## src/rtl/ec_pkg.sv

```systemverilog
package ec_pkg;
  typedef struct packed {
    logic quad;      // bit 5: two-phase decode
    logic pulse_en;  // bit 4: toggle output enable
    logic sw_up;     // bit 3: software direction, 1 = up
    logic dir_pin;   // bit 2: direction from dir_i
    logic rise;      // bit 1: 1 = rising edge, 0 = falling edge
    logic run;       // bit 0: counting enabled
  } ctrl_t;

  localparam int CTRL_W = $bits(ctrl_t);
endpackage

```

## src/rtl/ec_sync.sv

```systemverilog
module ec_sync #(
  parameter int STAGES = 2,
  parameter int N      = 1
) (
  input  logic         clk,
  input  logic         rst,
  input  logic [N-1:0] async_i,
  output logic [N-1:0] sync_o
);
  logic [STAGES-1:0] chain [N];

  for (genvar b = 0; b < N; b++) begin : g_bit
    always_ff @(posedge clk) begin
      if (rst) chain[b] <= '0;
      else     chain[b] <= {chain[b][STAGES-2:0], async_i[b]};
    end
    assign sync_o[b] = chain[b][STAGES-1];
  end
endmodule

```

## src/rtl/ec_ctrl_regs.sv

```systemverilog
module ec_ctrl_regs
  import ec_pkg::*;
#(
  parameter int CNT_W = 16
) (
  input  logic             clk,
  input  logic             rst,
  input  logic             wr_en,
  input  logic             wr_addr,
  input  logic [CNT_W-1:0] wr_data,
  output ctrl_t            ctrl_q,
  output logic [CNT_W-1:0] reload_q,
  output logic             load_now,
  output logic [CNT_W-1:0] load_val
);
  always_ff @(posedge clk) begin
    if (rst) begin
      ctrl_q   <= '0;
      reload_q <= '0;
    end else if (wr_en) begin
      if (wr_addr) reload_q <= wr_data;
      else         ctrl_q   <= ctrl_t'(wr_data[CTRL_W-1:0]);
    end
  end

  // immediate counter load only when the channel is stopped
  assign load_now = wr_en & wr_addr & ~ctrl_q.run;
  assign load_val = wr_data;
endmodule

```

## src/rtl/ec_step_sel.sv

```systemverilog
module ec_step_sel
  import ec_pkg::*;
(
  input  logic  clk,
  input  logic  rst,
  input  ctrl_t ctrl_q,
  input  logic  a_lvl,
  input  logic  b_lvl,
  input  logic  dir_lvl,
  output logic  step_en,
  output logic  step_up
);
  logic a_prev;
  logic a_rise, a_fall;
  logic edge_hit;

  always_ff @(posedge clk) begin
    if (rst) a_prev <= 1'b0;
    else     a_prev <= a_lvl;
  end

  assign a_rise = a_lvl & ~a_prev;
  assign a_fall = ~a_lvl & a_prev;

  always_comb begin
    if (ctrl_q.quad) begin
      edge_hit = a_rise | a_fall;
      step_up  = a_rise & ~b_lvl;
    end else begin
      edge_hit = ctrl_q.rise ? a_rise : a_fall;
      step_up  = ctrl_q.dir_pin ? dir_lvl : ctrl_q.sw_up;
    end
  end

  assign step_en = ctrl_q.run & edge_hit;
endmodule

```

## src/rtl/ec_count_core.sv

```systemverilog
module ec_count_core #(
  parameter int CNT_W = 16
) (
  input  logic             clk,
  input  logic             rst,
  input  logic             load_now,
  input  logic [CNT_W-1:0] load_val,
  input  logic [CNT_W-1:0] reload_q,
  input  logic             step_en,
  input  logic             step_up,
  input  logic             pulse_en,
  output logic [CNT_W-1:0] cnt_q,
  output logic             irq_q,
  output logic             pulse_q
);
  localparam logic [CNT_W-1:0] TOP = '1;
  localparam logic [CNT_W-1:0] BOT = '0;

  logic term;
  assign term = step_en & (step_up ? (cnt_q == TOP) : (cnt_q == BOT));

  always_ff @(posedge clk) begin
    if (rst) begin
      cnt_q   <= '0;
      irq_q   <= 1'b0;
      pulse_q <= 1'b0;
    end else begin
      irq_q <= term;
      if (load_now)     cnt_q <= load_val;
      else if (term)    cnt_q <= reload_q;
      else if (step_en) cnt_q <= step_up ? cnt_q + 1'b1 : cnt_q - 1'b1;

      if (!pulse_en)    pulse_q <= 1'b0;
      else if (term)    pulse_q <= ~pulse_q;
    end
  end
endmodule

```

## src/rtl/ec_counter_top.sv

```systemverilog
module ec_counter_top
  import ec_pkg::*;
#(
  parameter int CNT_W       = 16,
  parameter int SYNC_STAGES = 2
) (
  input  logic             clk,
  input  logic             rst,
  input  logic             wr_en,
  input  logic             wr_addr,
  input  logic [CNT_W-1:0] wr_data,
  input  logic             evt_i,
  input  logic             dir_i,
  input  logic             phb_i,
  output logic [CNT_W-1:0] count_o,
  output logic             irq_o,
  output logic             pulse_o
);
  localparam int N_IN = 3;

  ctrl_t            ctrl_q;
  logic [CNT_W-1:0] reload_q;
  logic             load_now;
  logic [CNT_W-1:0] load_val;
  logic [N_IN-1:0]  sync_lvl;
  logic             step_en, step_up;

  ec_ctrl_regs #(.CNT_W(CNT_W)) u_regs (
    .clk(clk), .rst(rst), .wr_en(wr_en), .wr_addr(wr_addr), .wr_data(wr_data),
    .ctrl_q(ctrl_q), .reload_q(reload_q), .load_now(load_now), .load_val(load_val)
  );

  ec_sync #(.STAGES(SYNC_STAGES), .N(N_IN)) u_sync (
    .clk(clk), .rst(rst), .async_i({phb_i, dir_i, evt_i}), .sync_o(sync_lvl)
  );

  ec_step_sel u_step (
    .clk(clk), .rst(rst), .ctrl_q(ctrl_q),
    .a_lvl(sync_lvl[0]), .dir_lvl(sync_lvl[1]), .b_lvl(sync_lvl[2]),
    .step_en(step_en), .step_up(step_up)
  );

  ec_count_core #(.CNT_W(CNT_W)) u_core (
    .clk(clk), .rst(rst), .load_now(load_now), .load_val(load_val),
    .reload_q(reload_q), .step_en(step_en), .step_up(step_up),
    .pulse_en(ctrl_q.pulse_en),
    .cnt_q(count_o), .irq_q(irq_o), .pulse_q(pulse_o)
  );
endmodule

```

## config.mk

```make
export PLATFORM = sky130hd
export DESIGN_NAME = ec_counter_top
export DESIGN_NICKNAME = d
export VERILOG_FILES = /design/src/rtl/ec_pkg.sv /design/src/rtl/ec_sync.sv /design/src/rtl/ec_ctrl_regs.sv /design/src/rtl/ec_step_sel.sv /design/src/rtl/ec_count_core.sv /design/src/rtl/ec_counter_top.sv
export SDC_FILE = /design/constraint.sdc
export NUM_CORES = 1
export LEC_CHECK = 0
export ABC_AREA = 0
export BUFFER_PORTS_ARGS = -buffer_cell sky130_fd_sc_hd__buf_2
export CAP_MARGIN = 20
export CORE_MARGIN = 2
export CORE_UTILIZATION = 56
export CTS_CLUSTER_SIZE = 28
export DETAILED_ROUTE_END_ITERATION = 6
export PLACE_DENSITY = 0.87
export SKIP_CTS_REPAIR_TIMING = 1
export SLEW_MARGIN = 20
export SYNTH_ARGS = -nofsm -noshare
export SYNTH_HDL_FRONTEND = slang
export SYNTH_SLANG_ARGS = --single-unit
```

## constraint.sdc

```tcl
create_clock -name clk -period 3.7 [get_ports clk]
set_input_delay 0.37 -clock clk [delete_from_list [all_inputs] [get_ports clk]]
set_output_delay 0.37 -clock clk [all_outputs]
set_load 0.01 [all_outputs]
```

# [Yosys cells after proc, flatten, opt, wreduce, memory -nomap -nowiden]
# Memories as Yosys holds them, arrays and structs flattened.
# Cells that the tools add are included.
[totals] reg_bits=41 inputBits=23 word_cells=53 out_inout_bits=18 mem_bits_rw=6 memories=1
[mem_list] memory="u_sync.chain" depth=3 width=2 read_ports=3 rd_ports_with_merged_regs=0 write_ports=3 line="ec_sync.sv:10" text="logic [STAGES-1:0] chain [N];"
[op_classes] n_mux=15 n_eq_ne=1 n_bitwise=18 n_reduce_logical=5 n_addsub=2
[ops] operator="16-bit two-way mux" count=4
[ops] operator="16-bit by 1-bit adder with 16-bit output (second input constant)" count=1
[ops] operator="16-bit equality test (second input constant)" count=1
[ops] operator="16-bit zero test" count=1
[ops] operator="16-bit by 1-bit subtractor with 16-bit output (second input constant)" count=1
[ops] operator="1-bit two-way mux" count=8
[ops] operator="1-bit AND" count=7
[ops] operator="1-bit inverter" count=7
[ops] operator="2-bit two-way mux" count=3
[ops] operator="1-bit OR" count=4
[ops] operator="2-bit AND reduction" count=2
[ops] operator="3-bit nonzero test" count=1
[ops] operator="2-bit OR reduction" count=1

# [Depth between registers and ports, before layout]
# Gate-level depths: netlist (run 1).
[depth] ltp_word=8 ltp_mapped=13 depth_no_buf=12

# [Cells and area by module]
# A second synthesis (run 1) with hierarchy kept.
[unflattened] hier_cells=378 area_unflattened_um2=3334.4
[modules_own_cells] module="ec_count_core" area_each_um2=1891.8 n_inst=1 seq_area_each_um2=360.3 cells_each=241
[modules_own_cells] module="ec_ctrl_regs" area_each_um2=1161.1 n_inst=1 seq_area_each_um2=440.4 cells_each=110
[modules_own_cells] module="ec_sync" area_each_um2=180.2 n_inst=1 seq_area_each_um2=120.1 cells_each=15
[modules_own_cells] module="ec_step_sel" area_each_um2=101.3 n_inst=1 seq_area_each_um2=20.0 cells_each=12

# [Worst setup path before layout (run 1)]
# OpenSTA, ideal clock, no wires.
[synth_timing] path_type="register to register" startpoint="register u_step.a_prev" endpoint="register u_core.cnt_q[10]" path_slack_ns=0.931 path_buffers=1 synth_period_minus_slack_ns=2.769 required_ns=3.578 setup_ns=0.122 path_stages_with_launch=14 arrival_ns=2.647 path_cell_list="dfxtp_1 -> inv_1 -> ha_1 -> nand3b_1 -> o21ai_1 -> clkbuf_1 -> xnor2_1 -> ha_1 -> nor4_1 -> nand2_1 -> or3_1 -> o21ai_0 -> xor2_1 -> a221o_1"
[synth_between] elab_chain_cells=8 elab_cells_between_ends=16 classes_between="8 x mux; 7 x bitwise; 1 x reduce/logical"
[synth_lines] element="start, declared" line="ec_step_sel.sv:13" text="logic a_prev;"
[synth_lines] element="start signal, assigned" line="ec_step_sel.sv:19" text="else a_prev <= a_lvl;"
[synth_lines] element="1-bit inverter" line="ec_step_sel.sv:22" text="assign a_rise = a_lvl & ~a_prev;"
[synth_lines] element="1-bit AND" line="ec_step_sel.sv:22"
[synth_lines] element="1-bit AND (tied with other cells)" line="ec_step_sel.sv:28" text="step_up = a_rise & ~b_lvl;"
[synth_lines] element="1-bit two-way mux" line="ec_step_sel.sv:26" text="if (ctrl_q.quad) begin"
[synth_lines] element="16-bit two-way mux (tied with other cells)" line="ec_count_core.sv:31" text="else if (step_en) cnt_q <= step_up ? cnt_q + 1'b1 : cnt_q - 1'b1;"
[synth_lines] element="16-bit two-way mux or 1-bit AND (tied branches)" line="ec_count_core.sv:31, ec_count_core.sv:20"
[synth_lines] element="16-bit two-way mux" line="ec_count_core.sv:30" text="else if (term) cnt_q <= reload_q;"
[synth_lines] element="16-bit two-way mux" line="ec_count_core.sv:29" text="if (load_now) cnt_q <= load_val;"
[synth_lines] element="end signal, assigned" line="ec_count_core.sv:29"
[synth_lines] element="end signal, assigned" line="ec_count_core.sv:30"
[synth_lines] element="end signal, assigned" line="ec_count_core.sv:31"
[synth_lines] element="end, declared" line="ec_count_core.sv:12" text="output logic [CNT_W-1:0] cnt_q,"
# Several ways; a longest one is shown, not always the timed one. The select of a mux whose other input is x is not followed.
# A chain may end at the register's enable or synchronous reset.

# [Worst setup path after layout (run 1)]
# Same ends and word-level chain as after synthesis.

==> impl_metrics.yaml, run 1 <==
run_status:
  status: "completed"
critical_path:
  slowest_delay_ns: 0.35
  cp_common_cell: "ha_1"
  cp.arrival_ns: 3.10
  startpoint_type: "register"
  critPathRequiredTime_ns: 3.90
  critPathTopFamily: "simple AND/OR/NAND/NOR gates"
  worstSetupPathType: "register to register"
  slowest_stage: "dfxtp_1"
  crit_fanout: 19
  end_kind: "register"
  crit_chain: "inv_1 > ha_1 > nand3b_1 > o21ai_1 > buf_4 > xnor2_1 > ha_1 > nor4_1 > nand2_1 > or3_1 > o21ai_0 > xor2_1 > a221o_1"
  crit_buf_inv: 2
finish:
  area_growth_pct: 11.2
  fin_area_um2: 2780
  drive_above_1_share_pct: 19.4
  postLayoutCoreUtil_pct: 64.3
  n_antenna_cell: 0
  layout.nets: 360
  fin_cells: 387
  fillCellCount: 395
clock_network:
  cts_buffers: 5
  clkLatencyLatePin_ns: 0.31
  cts_tree: "done"
  cts.sinks: 47
  cts-htree-levels: 2
  path_clk_slew_ns: 0.09
  cts_buffer_depth: 2
  cts_root_buf: "clkbuf_8"
route:
  drt_pass1_iterations: 5
  dr_total_vias: 2337
  via_per_inst: 6.04
  routedWlPerCell_um: 15.4
  wirelength_um: 5980
  route.detailed.drc: 0
  drtIter0Drc: 276
  ant_nets: 0
timing:
  setup_violations: 0
  slew_headroom_pct: 43.3
  finalSetupTns_ns: 0
  whs_ns: 0.265
  post-route-period-util_pct: 78.3
  rsz0062_at_grt: "no"
  fin_crit_ns: 2.90
  timing_max_transition_violations_final: 0
  timing.fmax_mhz: 345
  finalWorstSetupSlack_ns: 0.802
  worstMarginPinSlew_ns: 0.851
  final.setup_skew_ns: 0.00850
  hold_violations: 0
synthesis:
  syn_nets: 332
  synthesis.area_um2: 2500
  synth_edf_count: 0
  synth.top_cell.area_share_pct: 37.7
  syn_avg_cell_area_um2: 8.17
  async_flop_share_pct: 0
  ys.flop_type: "dfxtp_1"
  synthCells: 306
  netlist_top_cells_count: "nand2_1 (54), dfxtp_1 (47), a21oi_1 (32)"
  ys_ff_latch: 47
  synth.yosys.warnings: 0
  ys_types: 50
  ys_top_cells_by_area: "dfxtp_1 (38%), nand2_1 (8.1%), a21oi_1 (6.4%)"
  seq_area_frac_synth_pct: 37.7
  synth_most_common_cell: "nand2_1"
  synth_largest_area_cell: "dfxtp_1"
placement:
  io_buffers: 40
  gp_congestion: 0.851
  placed_cells: 379
  pre_cts_ws_ns: 0.968
  dp_hpwl_um: 4020
  placed_area_um2: 2690
pwr:
  p_per_area_nw_per_um2: 401
  power_mw: 1.11
  vdd_drop_max_uv: 256
  p_leak_nw: 1.14
run:
  maxCapViolCount: 0
die:
  dieHeight_um: 70.8
  row_count: 24
  io_pins: 41
  dieArea_um2: 5010
  die_w_um: 70.8
  core_um2: 4320
  start_util_pct: 57.8
global_route:
  antenna_found_initial: 0
  grtUsageTotal_pct: 25.5
  grt_max_degree: 50
  grt-ovfl-total: 0
  grt_pass1_vias: 2279
  grt_first_pass_wirelength_um: 10400
min_path:
  hp-class: "primary input to register"
## sequential cells by signal, summed over array words and instances, names as in the netlist
name / count
u_core.cnt_q: 16
u_core.irq_q: 1
u_core.pulse_q: 1
u_regs.ctrl_q: 6
u_regs.reload_q: 16
u_step.a_prev: 1
u_sync.chain: 6
## cells by family (layout without fill, tap and decap cells)
| group | Yosys count | count (layout) | synth area share, % |
|---|---|---|---|
| AND/OR/NAND/NOR | 133 | 133 | 27.5 |
| AO/OA/AOI/OAI | 69 | 69 | 18.6 |
| flip-flops | 47 | 47 | 37.7 |
| buffers and inverters | 28 | 57 | 4.91 |
| XOR/XNOR | 14 | 14 | 4.91 |
| multiplexers | 12 | 12 | 4.86 |
| adder cells (fa/ha/maj) | 3 | 3 | 1.50 |
## cell usage in the layout, fill, tap and decap left out, types with 2 or more instances in the layout
| cell | instances |
|---|---|
| or2_2 | 2 |
| o22ai_1 | 3 |
| o21a_1 | 3 |
| inv_1 | 5 |
| nor3_1 | 2 |
| ha_1 | 3 |
| o21ai_0 | 2 |
| nand2_1 | 54 |
| a221o_1 | 11 |
| nand4_1 | 4 |
| clkbuf_8 | 5 |
| clkinvlp_4 | 2 |
| and4_1 | 2 |
| nand3_1 | 17 |
| a31o_2 | 2 |
| a31oi_1 | 4 |
| nor2b_1 | 7 |
| and2_1 | 2 |
| mux2i_1 | 11 |
| buf_2 | 40 |
| xnor2_1 | 8 |
| nor3b_1 | 2 |
| nor4_1 | 5 |
| nand2b_1 | 2 |
| buf_4 | 4 |
| nor2_1 | 17 |
| a41oi_1 | 2 |
| a21oi_2 | 2 |
| dfxtp_1 | 47 |
| a21oi_1 | 32 |
| and3_1 | 4 |
| xor2_1 | 6 |
| or3_1 | 6 |
## power breakdown
group / switching (mW) / internal, mW
logic: 0.133 / 0.110
clock network: 0.184 / 0.132
registers: 0.0270 / 0.529
## cell type report
type	count	area [µm²]	area share (%)
multi-input combinational	231	1440	51.6
sequential	47	941	33.9
timing repair buffer	44	230	8.28
clock buffer	5	68.8	2.48
tap	52	65.1	2.34
clock inverter	3	20.0	0.720
inverter	5	18.8	0.675
## worst reg2reg max path, stage by stage, from the launching register on
cell and delay [ns]:
dfxtp_1 0.35, inv_1 0.06, ha_1 0.20, nand3b_1 0.10, o21ai_1 0.07, buf_4 0.20, xnor2_1 0.15, ha_1 0.25
nor4_1 0.31, nand2_1 0.21, or3_1 0.34, o21ai_0 0.13, xor2_1 0.13, a221o_1 0.30
## metal layers
layer / GRT usage (%) / part of all wire (%)
met5: 0 / 0
met4: 8.60 / 0.59
met1: 31.7 / 42
met2: 43.4 / 48
met3: 5.98 / 8.5
## path summary, 6_finish.rpt
path	startpoint	to	slack (ns)	cells past startpoint
worst max-delay path	u_step.a_prev	u_core.cnt_q[10]	0.80	13
worst min-delay path	evt_i	u_sync.chain[0][0]	0.27	2
worst max register to register	u_step.a_prev	u_core.cnt_q[10]	0.80	13
worst min register to register	u_sync.chain[1][0]	u_sync.chain[1][1]	0.45	1
Power figures use the tool's default switching activity.
==> run 2: changes to the inputs <==
--- a/config.mk
+++ b/config.mk
@@ -5,14 +5,14 @@
 export SDC_FILE = /design/constraint.sdc
 export NUM_CORES = 1
 export LEC_CHECK = 0
-export ABC_AREA = 0
+export ABC_AREA = 1
 export BUFFER_PORTS_ARGS = -buffer_cell sky130_fd_sc_hd__buf_2
 export CAP_MARGIN = 20
 export CORE_MARGIN = 2
-export CORE_UTILIZATION = 56
+export CORE_UTILIZATION = 58
 export CTS_CLUSTER_SIZE = 28
 export DETAILED_ROUTE_END_ITERATION = 6
-export PLACE_DENSITY = 0.87
+export PLACE_DENSITY = 0.88
 export SKIP_CTS_REPAIR_TIMING = 1
 export SLEW_MARGIN = 20
 export SYNTH_ARGS = -nofsm -noshare
==> constraint.sdc (replaced) <==
create_clock -name clk -period 3 [get_ports clk]
set_input_delay 0.3 -clock clk [delete_from_list [all_inputs] [get_ports clk]]
set_output_delay 0.3 -clock clk [all_outputs]
set_load 0.01 [all_outputs]
==> impl_metrics.yaml, run 2 <==
run_status:
  status: "completed"
critical_path:
  ff2ff_setup_slack_ns: 0.58
  crit_fanout: 23
  slowest_stage: "dfxtp_1"
  critPathTopFamily: "simple AND/OR/NAND/NOR gates"
  r2r_end: "u_core.cnt_q[8]"
  crit_buf_inv: 3
  crit_chain: "inv_1 > nand2_2 > nand3_2 > nand2_4 > nand2_1 > nand2_1 > inv_1 > ha_1 > inv_1 > nand2_1 > nand2_1 > nand2_1 > nand2_1 > o21ai_1 > nand2_1 > nand3_1 > a21oi_1 > nor2_1"
  cp.arrival_ns: 2.60
  reg2reg_from: "u_regs.ctrl_q[2]"
  critPathRequiredTime_ns: 3.18
  slowest_delay_ns: 0.37
  ff2ff_path_depth: 18
  startpoint_type: "register"
  end_kind: "register"
  cp_common_cell: "nand2_1"
  worstSetupPathType: "register to register"
clock_network:
  cts_root_buf: "clkbuf_8"
  cts_tree: "done"
  cts_buffers: 5
  path_clk_slew_ns: 0.09
  cts.sinks: 47
  cts-htree-levels: 2
  cts_buffer_depth: 2
  clkLatencyLatePin_ns: 0.30
timing:
  setup_violations: 0
  hold_violations: 0
  timing.fmax_mhz: 414
  slew_headroom_pct: 60.5
  worstMarginPinSlew_ns: 0.585
  timing_max_transition_violations_final: 0
  rsz0062_at_grt: "no"
  final.setup_skew_ns: 0.0100
  finalSetupTns_ns: 0
  post-route-period-util_pct: 80.6
  fin_crit_ns: 2.42
finish:
  top_regs: "u_core.cnt_q (16), u_regs.reload_q (16)"
  layout.nets: 535
  n_antenna_cell: 0
  layout_commonest_cell: "nand2_1"
  area_growth_pct: 10.2
  drive_above_1_share_pct: 15.3
  postLayoutCoreUtil_pct: 65.6
  final_cell_mix: "nand2_1 (97), inv_1 (73), nor2_1 (65)"
global_route:
  grt_first_pass_wirelength_um: 13400
  grtUsageTotal_pct: 27.8
  grt_pass1_vias: 2878
  grt-ovfl-total: 0
  antenna_found_initial: 0
  grt_max_degree: 25
min_path:
  hold_start: "phb_i"
  holdPathEnd: "u_sync.chain[2][0]"
  hp-class: "primary input to register"
  hold_depth: 3
synthesis:
  synth_edf_count: 0
  ys.flop_type: "dfxtp_1"
  syn_nets: 502
  synth.top_cell.area_share_pct: 31.3
  syn_avg_cell_area_um2: 6.31
  seq_area_frac_synth_pct: 31.3
  ys_types: 33
  synth_most_common_cell: "nand2_1"
  synth.yosys.warnings: 0
  synth_largest_area_cell: "dfxtp_1"
  netlist_top_cells_count: "nand2_1 (97), inv_1 (73), nor2_1 (65), dfxtp_1 (47), o21ai_0 (37)"
  synthesis.area_um2: 3000
  async_flop_share_pct: 0
  ys_top_cells_by_area: "dfxtp_1 (31%), nand2_1 (12%), inv_1 (9.1%)"
  ys_ff_latch: 47
  synthCells: 476
placement:
  gp_congestion: 0.948
  dp_hpwl_um: 5930
  io_buffers: 40
pwr:
  p_leak_nw: 1.62
  p_per_area_nw_per_um2: 501
  vdd_drop_max_uv: 378
route:
  wirelength_um: 8040
  route.detailed.drc: 0
  drt_pass1_iterations: 5
  drtIter0Drc: 425
  ant_nets: 0
  dr_total_vias: 3250
  via_per_inst: 5.60
  routedWlPerCell_um: 13.9
die:
  start_util_pct: 59.5
  core_um2: 5040
  io_pins: 41
  row_count: 26
  die_w_um: 75.9
  dieArea_um2: 5770
  dieHeight_um: 75.9
run:
  maxCapViolCount: 0
==> run 2: cell count changes in the layout (fill, tap and decap cells not counted), moves of 6 or more <==
cell	previous run	this run
xnor2_1	8	2
nand2_1	54	97
mux2i_1	11	0
inv_1	5	73
nor2_1	17	65
o211ai_1	1	7
or3_1	6	0
nor2b_1	7	0
o21ai_0	2	37
nand3_1	17	33
a221o_1	11	0
nand2_2	0	12
==> run 2: worst reg2reg max path, stage by stage, from the launching register on <==
cell	delay [ns]
dfxtp_1	0.37
inv_1	0.07
nand2_2	0.06
nand3_2	0.24
nand2_4	0.34
nand2_1	0.13
nand2_1	0.09
inv_1	0.05
ha_1	0.16
inv_1	0.05
nand2_1	0.10
nand2_1	0.09
nand2_1	0.10
nand2_1	0.10
o21ai_1	0.06
nand2_1	0.06
nand3_1	0.06
a21oi_1	0.13
nor2_1	0.05
==> run 2: logic make-up after synthesis <==
logic type,Yosys count,share of synthesized area (%)
AND/OR/NAND/NOR,233,34.9
AO/OA/AOI/OAI,93,17.3
buffers and inverters,93,13.1
flip-flops,47,31.3
XOR/XNOR,7,2.04
adder cells (fa/ha/maj),3,1.25
==> run 2: how the worst max path moves through the flow <==
stage	from	end	slack, ns	cells after the start
3_3_place_gp	u_regs.ctrl_q[2]	u_core.cnt_q[8]	0.78	18
4_1_cts	u_regs.ctrl_q[2]	u_core.cnt_q[8]	0.68	18
2_1_floorplan	u_step.a_prev	u_core.cnt_q[8]	0.91	20
6_report	u_regs.ctrl_q[2]	u_core.cnt_q[8]	0.58	18
5_1_grt	u_regs.ctrl_q[2]	u_core.cnt_q[8]	0.38	18
3_5_place_dp	u_regs.ctrl_q[2]	u_core.cnt_q[8]	0.70	18
==> run 2: layer usage <==
metal  GRT usage, %  share of wire [%]
met4           9.27                1.3
met2           43.1                 45
met3           3.81                9.6
met5              0                  0
met1           39.9                 44
==> run 2: cell type report <==
type	instances	area [µm²]
clock buffers	8	100
repair buffers	44	230
flip-flops and latches	47	941
fillers	427	1730
multi-input cells	336	1670
inverters	75	282
well taps	70	87.6
==> run 2: power breakdown <==
group / leakage (nW) / switching [mW] / total (mW) / internal [mW]
clock network: 0.0515 / 0.207 / 0.418 / 0.211
registers: 0.386 / 0.0400 / 0.702 / 0.662
logic: 1.18 / 0.346 / 0.537 / 0.192
total: 1.62 / 0.593 / 1.66 / 1.06
==> run 2: stage by stage <==
step | cells | hold slack (ns) | total power [mW] | setup slack [ns] | cell area, µm²
2_1_floorplan | 476 | 0.369 | 1.11 | 0.913 | 3000
3_3_place_gp | 572 | 0.392 | 1.22 | 0.783 | 3210
3_5_place_dp | 572 | 0.400 | 1.23 | 0.702 | 3210
4_1_cts | 580 | 0.202 | 1.64 | 0.677 | 3310
5_1_grt | 580 | 0.207 | 1.75 | 0.377 | 3310
6_report | 580 | 0.203 | 1.66 | 0.582 | 3310
==> run 3: changes to the inputs <==
==> constraint.sdc (replaced) <==
create_clock -name clk -period 2.5 [get_ports clk]
set_input_delay 0.25 -clock clk [delete_from_list [all_inputs] [get_ports clk]]
set_output_delay 0.25 -clock clk [all_outputs]
set_load 0.01 [all_outputs]
==> impl_metrics.yaml, run 3 (synthesized netlist as in run 2, its figures left out) <==
timing:
  final.setup_skew_ns: 0.00515
  worstMarginPinSlew_ns: 0.612
  setup_violations: 0
  rsz0062_at_grt: "no"
  post-route-period-util_pct: 87.8
  fin_crit_ns: 2.19
  timing_max_transition_violations_final: 0
  slew_headroom_pct: 59.2
  hold_violations: 0
  finalSetupTns_ns: 0
  timing.fmax_mhz: 456
  finalWorstSetupSlack_ns: 0.305
pwr:
  switchingPower_mw: 0.733
  internal_power_mw: 1.36
  pwr-share-comb_pct: 32.4
  power_mw: 2.09
  pwr-share-seq_pct: 40.2
  p_clk_share_pct: 27.4
  p_leak_nw: 1.67
  p_per_area_nw_per_um2: 617
  power_switching_share_pct: 35.0
  vdd_drop_max_uv: 588
placement:
  gp_congestion: 0.951
  pre_cts_ws_ns: 0.194
  dp_hpwl_um: 5930
  io_buffers: 40
finish:
  final_cell_mix: "nand2_1 (95), inv_1 (73), nor2_1 (64)"
  layout_commonest_cell: "nand2_1"
  layout.nets: 542
  fillCellCount: 430
  drive_above_1_share_pct: 17.2
  n_antenna_cell: 0
  top_regs: "u_core.cnt_q (16), u_regs.reload_q (16)"
  area_growth_pct: 13.0
min_path:
  hold_depth: 3
  hold_start: "dir_i"
  hp-class: "primary input to register"
  holdPathEnd: "u_sync.chain[1][0]"
die:
  io_pins: 41
  dieArea_um2: 5770
  die_w_um: 75.9
  core_um2: 5040
  start_util_pct: 59.5
  row_count: 26
  dieHeight_um: 75.9
global_route:
  grt_pass1_vias: 2943
  grtUsageTotal_pct: 27.9
  antenna_found_initial: 0
  grt_max_degree: 25
  grt_first_pass_wirelength_um: 13500
  grt-ovfl-total: 0
clock_network:
  cts-htree-levels: 2
  cts_buffers: 5
  cts_buffer_depth: 2
  path_clk_slew_ns: 0.08
  cts_tree: "done"
  cts_root_buf: "clkbuf_8"
  cts.sinks: 47
  clkLatencyLatePin_ns: 0.30
route:
  wirelength_um: 8240
  drtIter0Drc: 430
  via_per_inst: 5.73
  dr_total_vias: 3362
  ant_nets: 0
  wl_met2_um: 3820
  drt-met1-wl_um: 3480
  wl_met3_um: 791
  drt_pass1_iterations: 5
  routedWlPerCell_um: 14.0
  route.detailed.drc: 0
  topRoutingLayerUsed: "met4"
critical_path:
  ff2ff_setup_slack_ns: 0.31
  end_kind: "register"
  critPathRequiredTime_ns: 2.68
  cp.arrival_ns: 2.38
  ff2ff_path_depth: 14
  startpoint_type: "register"
  worstSetupPathType: "register to register"
  reg2reg_from: "u_step.a_prev"
  crit_fanout: 11
  r2r_end: "u_core.cnt_q[12]"
run_status:
  status: "completed"
run:
  maxCapViolCount: 0
## run 3: cell types whose count changed in the layout (fill, tap and decap cells not counted)
cell / before / now
buf_4: 4 / 10
nand2_2: 12 / 15
nand2_1: 97 / 95
bufinv_16: 0 / 1
clkbuf_1: 1 / 0
clkbuf_8: 7 / 6
clkinv_2: 0 / 1
nand3b_2: 1 / 0
nand3b_4: 0 / 1
nor2_1: 65 / 64
nor2_2: 4 / 5
## run 3: worst max-delay path, cell delays in order, from the launching register on
cell and delay [ns]:
dfxtp_1 0.34, inv_1 0.05, ha_1 0.22, nand2_1 0.09
nand2_2 0.10, buf_4 0.20, nand3_1 0.12, nand2_2 0.10
nor2_1 0.19, and2_1 0.18, nand3_1 0.12, nand3_1 0.10
nand3_1 0.12, nand2_1 0.08, a21oi_1 0.05
## run 3: worst max-delay path by stage
stage	to	slack (ns)	cells after the start	startpoint
after floorplan	u_core.cnt_q[8]	0.41	20	u_step.a_prev
after global placement	u_core.cnt_q[8]	0.28	19	u_step.a_prev
after detailed placement	u_core.cnt_q[8]	0.19	19	u_step.a_prev
after CTS	u_core.cnt_q[8]	0.19	19	u_step.a_prev
after global routing	u_core.cnt_q[12]	0.03	18	u_step.a_prev
final	u_core.cnt_q[12]	0.31	14	u_step.a_prev
## run 3: layout make-up
cell class	instances	area, µm²	share of cell area, %
clock buffer	6	82.6	2.43
clock inverter	2	35.0	1.03
inverter	75	282	8.30
multi-input combinational	337	1690	49.8
sequential	47	941	27.7
tap	70	87.6	2.58
timing repair buffer	50	275	8.11
## run 3: per-stage QoR
| step | hold slack (ns) | std cells | util, % | instance area, µm² |
|---|---|---|---|---|
| 6_report | 0.149 | 587 | 67.3 | 3390 |
| 5_1_grt | 0.140 | 587 | 67.3 | 3390 |
| 4_1_cts | 0.146 | 583 | 66.4 | 3350 |
| 3_5_place_dp | 0.395 | 575 | 64.1 | 3230 |
| 3_3_place_gp | 0.391 | 575 | 64.1 | 3230 |
| 2_1_floorplan | 0.319 | 476 | - | 3000 |
## run 3: routing by layer
metal  vias up  GRT usage, %
li1       1614             -
met1      1512          38.8
met2       218          45.2
met3        18          3.57
met4         0          8.73
met5         -             0
## run 3: power groups by stage
stage               combinational, mW  sequential, mW  clock [mW]
floorplan                       0.477           0.853           0
global placement                0.613           0.856           0
detailed placement              0.630           0.858           0
CTS                             0.638           0.840       0.579
global route                    0.751           0.849       0.618
finish                          0.678           0.842       0.574
